### src/rtl/tlb_pkg.sv
package tlb_pkg;
  localparam int VA_W       = 32;
  localparam int PA_W       = 32;
  localparam int ASID_W     = 8;
  localparam int PAGE_SHIFT = 12;
  localparam int MASK_W     = 16;
  localparam int VPN2_W     = VA_W - PAGE_SHIFT - 1;
  localparam int PFN_W      = PA_W - PAGE_SHIFT;

  typedef enum logic [1:0] {
    ST_HIT     = 2'd0,
    ST_MISS    = 2'd1,
    ST_INVALID = 2'd2,
    ST_MODIFY  = 2'd3
  } tlb_status_e;

  typedef struct packed {
    logic [VPN2_W-1:0] vpn2;
    logic [ASID_W-1:0] asid;
    logic              glob;
    logic [MASK_W-1:0] pmask;
    logic [PFN_W-1:0]  pfn_e;
    logic              v_e;
    logic              d_e;
    logic [PFN_W-1:0]  pfn_o;
    logic              v_o;
    logic              d_o;
  } tlb_entry_t;
endpackage

### src/rtl/tlb_store.sv
module tlb_store
  import tlb_pkg::*;
#(
  parameter int N_ENT = 8,
  localparam int IDX_W = $clog2(N_ENT)
) (
  input  logic             clk_i,
  input  logic             rst_ni,
  input  logic             we_i,
  input  logic [IDX_W-1:0] widx_i,
  input  tlb_entry_t       wdata_i,
  output tlb_entry_t       ent_o [N_ENT]
);
  tlb_entry_t ent_q [N_ENT];

  for (genvar g = 0; g < N_ENT; g++) begin : g_ent
    always_ff @(posedge clk_i or negedge rst_ni) begin
      if (!rst_ni)                                   ent_q[g] <= '0;
      else if (we_i && widx_i == IDX_W'(g))          ent_q[g] <= wdata_i;
    end
    assign ent_o[g] = ent_q[g];
  end

  assert_write_lands_R10: assert property (@(posedge clk_i) disable iff (!rst_ni)
    we_i |=> ent_q[$past(widx_i)] == $past(wdata_i));
endmodule

### src/rtl/tlb_cmp.sv
module tlb_cmp
  import tlb_pkg::*;
(
  input  logic [VA_W-1:0]   va_i,
  input  logic [ASID_W-1:0] asid_i,
  input  logic [VPN2_W-1:0] vpn2_i,
  input  logic [ASID_W-1:0] e_asid_i,
  input  logic              glob_i,
  input  logic [MASK_W-1:0] pmask_i,
  output logic              hit_o,
  output logic              odd_o,
  output logic [VA_W-1:0]   half_mask_o
);
  localparam int HI_PAD = VA_W - MASK_W - PAGE_SHIFT - 1;

  logic [VA_W-1:0]   cmp_mask;
  logic [VPN2_W-1:0] diff;
  logic              asid_ok;

  // ones below the pair boundary, mask bits above it
  assign cmp_mask    = {{HI_PAD{1'b0}}, pmask_i, {(PAGE_SHIFT+1){1'b1}}};
  assign half_mask_o = cmp_mask >> 1;
  assign diff        = (va_i[VA_W-1:PAGE_SHIFT+1] ^ vpn2_i) & ~cmp_mask[VA_W-1:PAGE_SHIFT+1];
  assign asid_ok     = glob_i || (e_asid_i == asid_i);
  assign hit_o       = asid_ok && (diff == '0);
  assign odd_o       = |(va_i & cmp_mask & ~half_mask_o);
endmodule

### src/rtl/tlb_resolve.sv
module tlb_resolve
  import tlb_pkg::*;
#(
  parameter int N_ENT = 8,
  localparam int IDX_W = $clog2(N_ENT)
) (
  input  logic [VA_W-1:0]  va_i,
  input  logic             write_i,
  input  logic [N_ENT-1:0] hit_i,
  input  logic [N_ENT-1:0] odd_i,
  input  logic [VA_W-1:0]  half_mask_i [N_ENT],
  input  logic [PFN_W-1:0] pfn_e_i [N_ENT],
  input  logic [PFN_W-1:0] pfn_o_i [N_ENT],
  input  logic [N_ENT-1:0] v_e_i,
  input  logic [N_ENT-1:0] v_o_i,
  input  logic [N_ENT-1:0] d_e_i,
  input  logic [N_ENT-1:0] d_o_i,
  output logic [PA_W-1:0]  pa_o,
  output logic             rd_ok_o,
  output logic             wr_ok_o,
  output tlb_status_e      status_o
);
  logic             found;
  logic [IDX_W-1:0] sel;
  logic             odd, vld, dty;
  logic [PFN_W-1:0] pfn;
  logic [VA_W-1:0]  off;

  // scan downward so the lowest matching index is left in sel
  always_comb begin
    found = 1'b0;
    sel   = '0;
    for (int i = N_ENT - 1; i >= 0; i--) begin
      if (hit_i[i]) begin
        found = 1'b1;
        sel   = IDX_W'(i);
      end
    end
  end

  always_comb begin
    odd = odd_i[sel];
    vld = odd ? v_o_i[sel] : v_e_i[sel];
    dty = odd ? d_o_i[sel] : d_e_i[sel];
    pfn = odd ? pfn_o_i[sel] : pfn_e_i[sel];
    off = va_i & half_mask_i[sel];
  end

  always_comb begin
    pa_o     = '0;
    rd_ok_o  = 1'b0;
    wr_ok_o  = 1'b0;
    status_o = ST_MISS;
    if (found) begin
      if (!vld)                 status_o = ST_INVALID;
      else if (write_i && !dty) status_o = ST_MODIFY;
      else begin
        status_o = ST_HIT;
        pa_o     = {pfn, {PAGE_SHIFT{1'b0}}} | PA_W'(off);
        rd_ok_o  = 1'b1;
        wr_ok_o  = dty;
      end
    end
  end
endmodule

### src/rtl/tlb_lookup.sv
module tlb_lookup
  import tlb_pkg::*;
#(
  parameter int N_ENT = 8,
  localparam int IDX_W = $clog2(N_ENT)
) (
  input  logic              clk_i,
  input  logic              rst_ni,
  input  logic              we_i,
  input  logic [IDX_W-1:0]  widx_i,
  input  logic [VPN2_W-1:0] w_vpn2_i,
  input  logic [ASID_W-1:0] w_asid_i,
  input  logic              w_global_i,
  input  logic [MASK_W-1:0] w_pmask_i,
  input  logic [PFN_W-1:0]  w_pfn_even_i,
  input  logic              w_v_even_i,
  input  logic              w_d_even_i,
  input  logic [PFN_W-1:0]  w_pfn_odd_i,
  input  logic              w_v_odd_i,
  input  logic              w_d_odd_i,
  input  logic [VA_W-1:0]   va_i,
  input  logic [ASID_W-1:0] asid_i,
  input  logic              write_i,
  output logic [PA_W-1:0]   pa_o,
  output logic              rd_ok_o,
  output logic              wr_ok_o,
  output logic [1:0]        status_o
);
  tlb_entry_t  wdata;
  tlb_entry_t  ent [N_ENT];
  logic [N_ENT-1:0] hit, odd, v_e, v_o, d_e, d_o;
  logic [VA_W-1:0]  half_mask [N_ENT];
  logic [PFN_W-1:0] pfn_e [N_ENT];
  logic [PFN_W-1:0] pfn_o [N_ENT];
  tlb_status_e st;

  assign wdata = '{vpn2: w_vpn2_i, asid: w_asid_i, glob: w_global_i, pmask: w_pmask_i,
                   pfn_e: w_pfn_even_i, v_e: w_v_even_i, d_e: w_d_even_i,
                   pfn_o: w_pfn_odd_i, v_o: w_v_odd_i, d_o: w_d_odd_i};

  tlb_store #(.N_ENT(N_ENT)) u_store (
    .clk_i(clk_i), .rst_ni(rst_ni), .we_i(we_i), .widx_i(widx_i),
    .wdata_i(wdata), .ent_o(ent)
  );

  for (genvar g = 0; g < N_ENT; g++) begin : g_cmp
    tlb_cmp u_cmp (
      .va_i(va_i), .asid_i(asid_i),
      .vpn2_i(ent[g].vpn2), .e_asid_i(ent[g].asid), .glob_i(ent[g].glob),
      .pmask_i(ent[g].pmask),
      .hit_o(hit[g]), .odd_o(odd[g]), .half_mask_o(half_mask[g])
    );
    assign pfn_e[g] = ent[g].pfn_e;
    assign pfn_o[g] = ent[g].pfn_o;
    assign v_e[g]   = ent[g].v_e;
    assign v_o[g]   = ent[g].v_o;
    assign d_e[g]   = ent[g].d_e;
    assign d_o[g]   = ent[g].d_o;
  end

  tlb_resolve #(.N_ENT(N_ENT)) u_res (
    .va_i(va_i), .write_i(write_i), .hit_i(hit), .odd_i(odd),
    .half_mask_i(half_mask), .pfn_e_i(pfn_e), .pfn_o_i(pfn_o),
    .v_e_i(v_e), .v_o_i(v_o), .d_e_i(d_e), .d_o_i(d_o),
    .pa_o(pa_o), .rd_ok_o(rd_ok_o), .wr_ok_o(wr_ok_o), .status_o(st)
  );

  assign status_o = st;

  assert_nohit_quiet_R8: assert property (@(posedge clk_i) disable iff (!rst_ni)
    (status_o != 2'd0) |-> (!rd_ok_o && !wr_ok_o && pa_o == '0));
  assert_read_no_modify_R6: assert property (@(posedge clk_i) disable iff (!rst_ni)
    !write_i |-> (status_o != 2'd3));
  assert_hit_offset_R7: assert property (@(posedge clk_i) disable iff (!rst_ni)
    (status_o == 2'd0) |-> (rd_ok_o && pa_o[PAGE_SHIFT-1:0] == va_i[PAGE_SHIFT-1:0]));
  assert_store_hit_writable_R6: assert property (@(posedge clk_i) disable iff (!rst_ni)
    (status_o == 2'd0 && write_i) |-> wr_ok_o);
  assert_empty_miss_R2: assert property (@(posedge clk_i) disable iff (!rst_ni)
    (hit == '0) |-> (status_o == 2'd1));
endmodule

### config.mk
export PLATFORM = sky130hd
export DESIGN_NAME = tlb_lookup
export DESIGN_NICKNAME = d
export VERILOG_FILES = /design/src/rtl/tlb_pkg.sv /design/src/rtl/tlb_store.sv /design/src/rtl/tlb_cmp.sv /design/src/rtl/tlb_resolve.sv /design/src/rtl/tlb_lookup.sv
export SDC_FILE = /design/constraint.sdc
export NUM_CORES = 1
export LEC_CHECK = 0
export CORE_UTILIZATION = 35
export CTS_BUF_LIST = sky130_fd_sc_hd__clkbuf_8
export DETAILED_ROUTE_END_ITERATION = 10
export PLACE_DENSITY_LB_ADDON = 0.05
export SKIP_CTS_REPAIR_TIMING = 1
export SLEW_MARGIN = 20
export SYNTH_ARGS = -nofsm -noshare
export SYNTH_HDL_FRONTEND = slang
export SYNTH_SLANG_ARGS = --single-unit
### constraint.sdc
create_clock -name clk_i -period 5.5 [get_ports clk_i]
set_input_delay 0.55 -clock clk_i [delete_from_list [all_inputs] [get_ports clk_i]]
set_output_delay 0.55 -clock clk_i [all_outputs]
set_load 0.03 [all_outputs]
== After elaboration in Yosys (flattened, before gate mapping) ==
Index checks and enable logic that the tools add are counted.

* Order comparisons: 2
* Shifts and indexed selects: 0
* Equality and inequality tests: 15
* Divide/modulo/power cells: 0
* Add/sub/neg operators: 0
* Bitwise operators: 51
* Reductions and logical operators: 43
* Mux-type cells: 50
* Multipliers: 0

{| class="wikitable"
|+ Operators with widths
! kind !! number
|-
| AND 32 bit || 9
|-
| AND 32 x 29 -> 32 bit || 8
|-
| inverter 28 -> 32 bit || 8
|-
| OR reduction 32 bit || 8
|-
| 2-to-1 mux 32 bit || 5
|-
| AND 19 bit || 8
|-
| logical NOT 19 bit || 8
|-
| inverter 16 -> 19 bit || 8
|-
| XOR 19 bit || 8
|-
| binary-select mux 20 bit (select 3 bit) || 2
|-
| 2-to-1 mux 20 bit || 5
|-
| binary-select mux 32 bit (select 3 bit) || 1
|-
| == test 8 bit || 8
|-
| bitwise OR 32 bit || 1
|-
| 2-to-1 mux 3 bit || 8
|-
| 2-to-1 mux 1 bit || 21
|-
| logical AND 1 bit || 17
|-
| binary-select mux 1 bit (select 3 bit) || 5
|-
| == test 3 bit, second input constant || 4
|-
| logical OR 1 bit || 8
|-
| == test 3 x 2 -> 1 bit, second input constant || 2
|-
| 2-to-1 mux 2 bit || 3
|-
| >= comparator 4 bit, second input constant || 1
|-
| < comparator 3 x 4 -> 1 bit, second input constant || 1
|-
| other kinds (4) || 4
|}

* Bits of input ports: 135
* Memories: 0
* Register bits: 704
* Bits in latches: 0
* Bits in writable memories: 0
* ROM bits: 0

== Longest topological paths before layout ==
* Word-level depth: 21
* Gate-level depth with buffers: 17
* Gate-level depth less buffers: 12

== Modules after synthesis ==
From an unflattened synthesis, not the netlist that was laid out.

* Cell total of the unflattened synthesis: 3,201
* Area total of the unflattened synthesis: 37,908.9 µm²

{| class="wikitable"
|+ Modules (own cells, without submodules)
! module !! seq. area each (µm²) !! area an instance (µm²) !! instances !! cells an instance
|-
| tlb_store || 17,616.9 || 26,056.2 || 1 || 1,495
|-
| tlb_resolve || 0.0 || 5,947.0 || 1 || 890
|-
| tlb_cmp || 0.0 || 738.2 || 8 || 102
|}

== Worst setup path after synthesis ==
Ideal clock, no wire load.

* Path type: input -> output
* Start point: input asid_i[3]
* End point: output pa_o[15]
* Arrival time: 4,031 ps
* Slack: 919 ps
* Data required time: 4,950 ps
* Stages on the path: 15
* Cells stage by stage: buf_4 -> xor2_1 -> nor4_1 -> a41o_1 -> nand4_1 -> o21ai_4 -> o2bb2ai_4 -> mux2_2 -> buf_4 -> a32oi_1 -> nand4_1 -> nand3_1 -> o211a_4 -> buf_6 -> a21boi_0

* Word-level cells in the longest chain between the ends: 20

{| class="wikitable"
|+ RTL lines
! item !! line !! text
|-
| start, declared || tlb_lookup.sv:22 || <nowiki>input logic [ASID_W-1:0] asid_i,</nowiki>
|-
| == test 8 bit || tlb_cmp.sv:24 || <nowiki>assign asid_ok = glob_i || (e_asid_i == asid_i);</nowiki>
|-
| logical OR 1 bit || tlb_cmp.sv:24 ||
|-
| logical AND 1 bit || tlb_cmp.sv:25 || <nowiki>assign hit_o = asid_ok && (diff == '0);</nowiki>
|-
| 2-to-1 mux 3 bit (8 in series) || tlb_resolve.sv:34 || <nowiki>if (hit_i[i]) begin</nowiki>
|-
| inverter 3 -> 4 bit (implied by the code) || tlb_resolve.sv:45, tlb_resolve.sv:46 ||
|-
| binary-select mux 20 bit (select 3 bit) or binary-select mux 32 bit (select 3 bit) (tied branches) || tlb_resolve.sv:45, tlb_resolve.sv:46 ||
|-
| 2-to-1 mux 20 bit (implied by the code) or 2-to-1 mux 32 bit (tied branches) (2 in series) || tlb_resolve.sv:45, tlb_resolve.sv:46 ||
|-
| 2-to-1 mux 20 bit or AND 32 bit (tied branches) || tlb_resolve.sv:45, tlb_resolve.sv:46 ||
|-
| bitwise OR 32 bit || tlb_resolve.sv:59 || <nowiki>pa_o = {pfn, {PAGE_SHIFT{1'b0}}} | PA_W'(off);</nowiki>
|-
| 2-to-1 mux 32 bit || tlb_resolve.sv:56 || <nowiki>else if (write_i && !dty) status_o = ST_MODIFY;</nowiki>
|-
| 2-to-1 mux 32 bit || tlb_resolve.sv:55 || <nowiki>if (!vld) status_o = ST_INVALID;</nowiki>
|-
| 2-to-1 mux 32 bit * || tlb_resolve.sv:54 || <nowiki>if (found) begin</nowiki>
|-
| end, declared || tlb_lookup.sv:24 || <nowiki>output logic [PA_W-1:0] pa_o,</nowiki>
|}

Every way passes the cells marked *; elsewhere a longest branch is shown, timed or not. The select of a mux whose other input is x is not followed.

== Final worst setup path ==
* Start point: input asid_i[0]
* End point: output pa_o[1]

* Word-level cells in the longest chain between the ends: 20

{| class="wikitable"
|+ RTL lines
! item !! line !! text
|-
| == test 8 bit || tlb_cmp.sv:24 ||
|-
| logical OR 1 bit || tlb_cmp.sv:24 ||
|-
| logical AND 1 bit || tlb_cmp.sv:25 ||
|-
| 2-to-1 mux 3 bit (8 in series) || tlb_resolve.sv:34 ||
|-
| inverter 3 -> 4 bit (implied by the code) || tlb_resolve.sv:46 || <nowiki>off = va_i & half_mask_i[sel];</nowiki>
|-
| binary-select mux 32 bit (select 3 bit) || tlb_resolve.sv:46 ||
|-
| 2-to-1 mux 32 bit (implied by the code) (2 in series) || tlb_resolve.sv:46 ||
|-
| AND 32 bit || tlb_resolve.sv:46 ||
|-
| bitwise OR 32 bit || tlb_resolve.sv:59 ||
|-
| 2-to-1 mux 32 bit || tlb_resolve.sv:56 ||
|-
| 2-to-1 mux 32 bit || tlb_resolve.sv:55 ||
|-
| 2-to-1 mux 32 bit * || tlb_resolve.sv:54 ||
|}

Marks and branches as above.

==> metrics.cfg <==
[synthesis]
synth.area.mux_share_pct = 29.26
synth_area_sq_um = 34990
yosysSeqAreaShare_pct = 50.35
synth_fp_nets = 2923
ys.flop_type = dfrtp_1
synth_top_family_by_area = multiplexers
synth_edf_count = 0
synthSimpleGateAreaFrac_pct = 4.838
synth-compound-area-share_pct = 7.624
syn_inst = 2788
yosys_warnings = 0
synth_cell_types = 53
ys_seq_elements = 704
async_flop_share_pct = 100.0
synth_xor_area_share_pct = 5.407
avgSynthCellArea_sq_um = 12.55
synth-adder-area-share_pct = 0

[worst_setup_path]
critical_path_depth = 17
arrival_ps = 4950
path_cells = clkdlybuf4s50_1 > xor2_1 > nor4_2 > buf_4 > a41o_1 > nand4_1 > o21a_1 > o2bb2ai_4 > mux2i_4 > mux2i_2 > mux2i_1 > a221o_2 > o211a_4 > buf_6 > buf_4 > and2_1 > buf_6
cp_num_buf_inv = 5
slowest_delay_ps = 570
end_kind = primary output
startpoint_type = primary input
crit_family = compound AO/OA/AOI/OAI gates
critPathKind = primary input to primary output
worstPathMaxFanout = 7
crit_slowest_cell = clkdlybuf4s50_1
worstPathRequired_ps = 4950
reg2reg_depth = 2

[sta]
hold_viol = 0
report.final.setup_viol = 0
slew_headroom_pct = 37.58
grt_setup_unrepaired = yes
min_period_over_period_pct = 99.97
final_max_slew_viol_count = 0
clock_skew_ps = 0
period_needed_ps = 5498
tightest_slew_ps = 936.4
max_freq_mhz = 181.9

[finish]
nets = 3287
postLayoutCoreUtil_pct = 43.33
regArea_sq_um = 17620
nFillCells = 9261
multiInputGateArea_sq_um = 16880
drive_gt1_share_pct = 40.68
largest_reg_flops = 704
areaGrowthSynthToFinish_pct = 22.24
stdcell_count = 4549

[power_and_ir_drop]
power.density_nw_per_um2 = 382.9
ir_drop_v = 0.0002235
power.static_leakage_nw = 18.12

[route]
via_per_inst = 5.536
vias = 25180
wire_per_inst_um = 28.81
drc = 0
antenna_left = 0
drtIter0Drc = 1701
drt_first_pass_iters = 5
drt_wl_total_um = 131100

[placed_design]
dp.cells = 4297
hpwl_um = 85460
gp_congestion = 0.9692
io_buffers = 170

[min_path]
hold_class = primary input to async pin

[clock_network]
clkLatencyLatePin_ps = 800
htree_num_levels = 4
cts_buffers = 135
cts.sinks = 704
clockRootBuffer = clkbuf_8
cts_tree = done
clock_path_buffers = 3
path_clk_slew_ps = 50

[run]
maxCapViolCount = 0

[global_routing]
antenna_found_initial = 4
grt_overflow = 0
grt_pass1_vias = 26420
grt_pass1_wl_um = 188200
grt_max_degree = 141
gr-usage-all-layers_pct = 25.37

[floorplan]
die_w_um = 318.2
start_util_pct = 35.45
fp.dieArea_sq_um = 101200
die_h_um = 318.2
coreArea_sq_um = 98710
num_rows = 115
boundaryPins = 171

[run_status]
status = finished, final reports clean

==> worst paths after layout <==
| path | start | end | slack, ps |
|---|---|---|---|
| worst max-delay path | asid_i[0] | pa_o[1] | 2 |
| min in group clk_i | u_store.ent_o[200] | u_store.ent_o[200] | 500 |
| worst min register to register | u_store.ent_o[200] | u_store.ent_o[200] | 500 |
| worst max register to register | u_store.ent_o[44] | u_store.ent_o[44] | 4420 |
| max in group asynchronous | rst_ni | u_store.ent_o[246] | 3620 |
| worst min-delay path | rst_ni | u_store.ent_o[306] | 430 |
==> worst reg2reg max path: cells and delay by family, from the launching register on <==
| family | cells | cell delay, ps |
|---|---|---|
| DFF | 1 | 490 |
| muxes | 1 | 260 |
| buffers and inverters | 1 | 220 |
==> synthesized netlist by cell type, types with 2 or more instances <==
library cell / n / area, sq um
buf_4: 8 / 60.06
a21boi_0: 13 / 97.59
a21oi_1: 36 / 180.2
and3_1: 5 / 31.28
and4_1: 4 / 35.03
mux2i_1: 137 / 1371
nand3_1: 15 / 75.07
nor3_1: 16 / 80.08
nor2_1: 86 / 322.8
o22ai_1: 119 / 744.5
xor2_1: 48 / 420.4
a2111oi_0: 2 / 17.52
and2_4: 8 / 70.07
a21boi_1: 3 / 22.52
and2_1: 25 / 156.4
a41o_1: 8 / 80.08
nand2_1: 171 / 641.9
clkbuf_1: 111 / 416.7
a31o_2: 16 / 140.1
o21a_1: 2 / 15.01
o21ai_0: 18 / 90.09
o211ai_1: 51 / 382.9
buf_6: 7 / 78.83
a32oi_1: 18 / 157.7
buf_1: 15 / 56.30
a211oi_1: 49 / 367.9
nor3b_1: 2 / 15.01
xnor2_1: 168 / 1471
o221ai_1: 3 / 26.28
mux2_2: 783 / 8817
nand4b_1: 3 / 26.28
buf_2: 48 / 240.2
dfrtp_1: 704 / 17620
nand4_1: 12 / 75.07
a211o_1: 21 / 183.9
inv_1: 8 / 30.03
nor4_1: 23 / 143.9
a31oi_1: 7 / 43.79
==> area by class of cell <==
type	instances	share of cell area, %
Antenna cell	7	0.04095
Clock buffer	162	5.213
Clock inverter	78	0.8015
Inverter	8	0.07020
Multi-Input combinational cell	1888	39.47
Sequential cell	704	41.19
Tap cell	1287	3.765
Timing Repair Buffer	415	9.451
==> report_power, final <==
| group | leakage [nW] | internal, mW | total (mW) | switching (mW) |
|---|---|---|---|---|
| Clock | 1.53 | 2.65 | 4.96 | 2.30 |
| Sequential | 8.45 | 6.32 | 7.44 | 1.11 |
| Combinational | 8.14 | 2.11 | 3.98 | 1.87 |
| Total | 18.1 | 11.1 | 16.4 | 5.29 |
==> cells by family (layout without fill, tap and decap cells) <==
family	count (synthesis)	in the layout
AND/OR/NAND/NOR	373	373
multiplexers	923	923
buffers and inverters	197	663
other	0	7
AO/OA/AOI/OAI	375	376
flip-flops	704	704
XOR/XNOR	216	216
==> cell usage in the layout, fill, tap and decap left out, types with 70 or more instances in the layout <==
master / count
nand2_1: 171
buf_4: 226
inv_1: 70
nor2_1: 85
mux2i_1: 135
o22ai_1: 119
mux2_2: 783
clkdlybuf4s50_1: 131
clkbuf_8: 162
xnor2_1: 166
dfrtp_1: 704
==> through the flow <==
stage               power [mW]  TNS, ps  setup WS, ps  hold WS (ps)  area, sq um
global route             17.21    -2612        -154.7         480.8        42770
finish                   16.38        0         1.570         430.5        42770
floorplan                9.458        0         919.2         254.4        34990
CTS                      16.48   -16700        -639.5        -163.2        42300
detailed placement       11.40   -15500        -604.8         487.9        39730
global placement         11.29   -16220        -628.0         481.1        39720
==> metal layers <==
layer  GRT usage (%)  vias up  part of all wire, %
met5               0        -                    0
met4           9.061        0                  3.4
met3           3.854      224                  4.5
met2           40.47      748                   47
met1           34.88    13310                   45
li1                -    10900                    -
(Power assumes the default switching activity.)
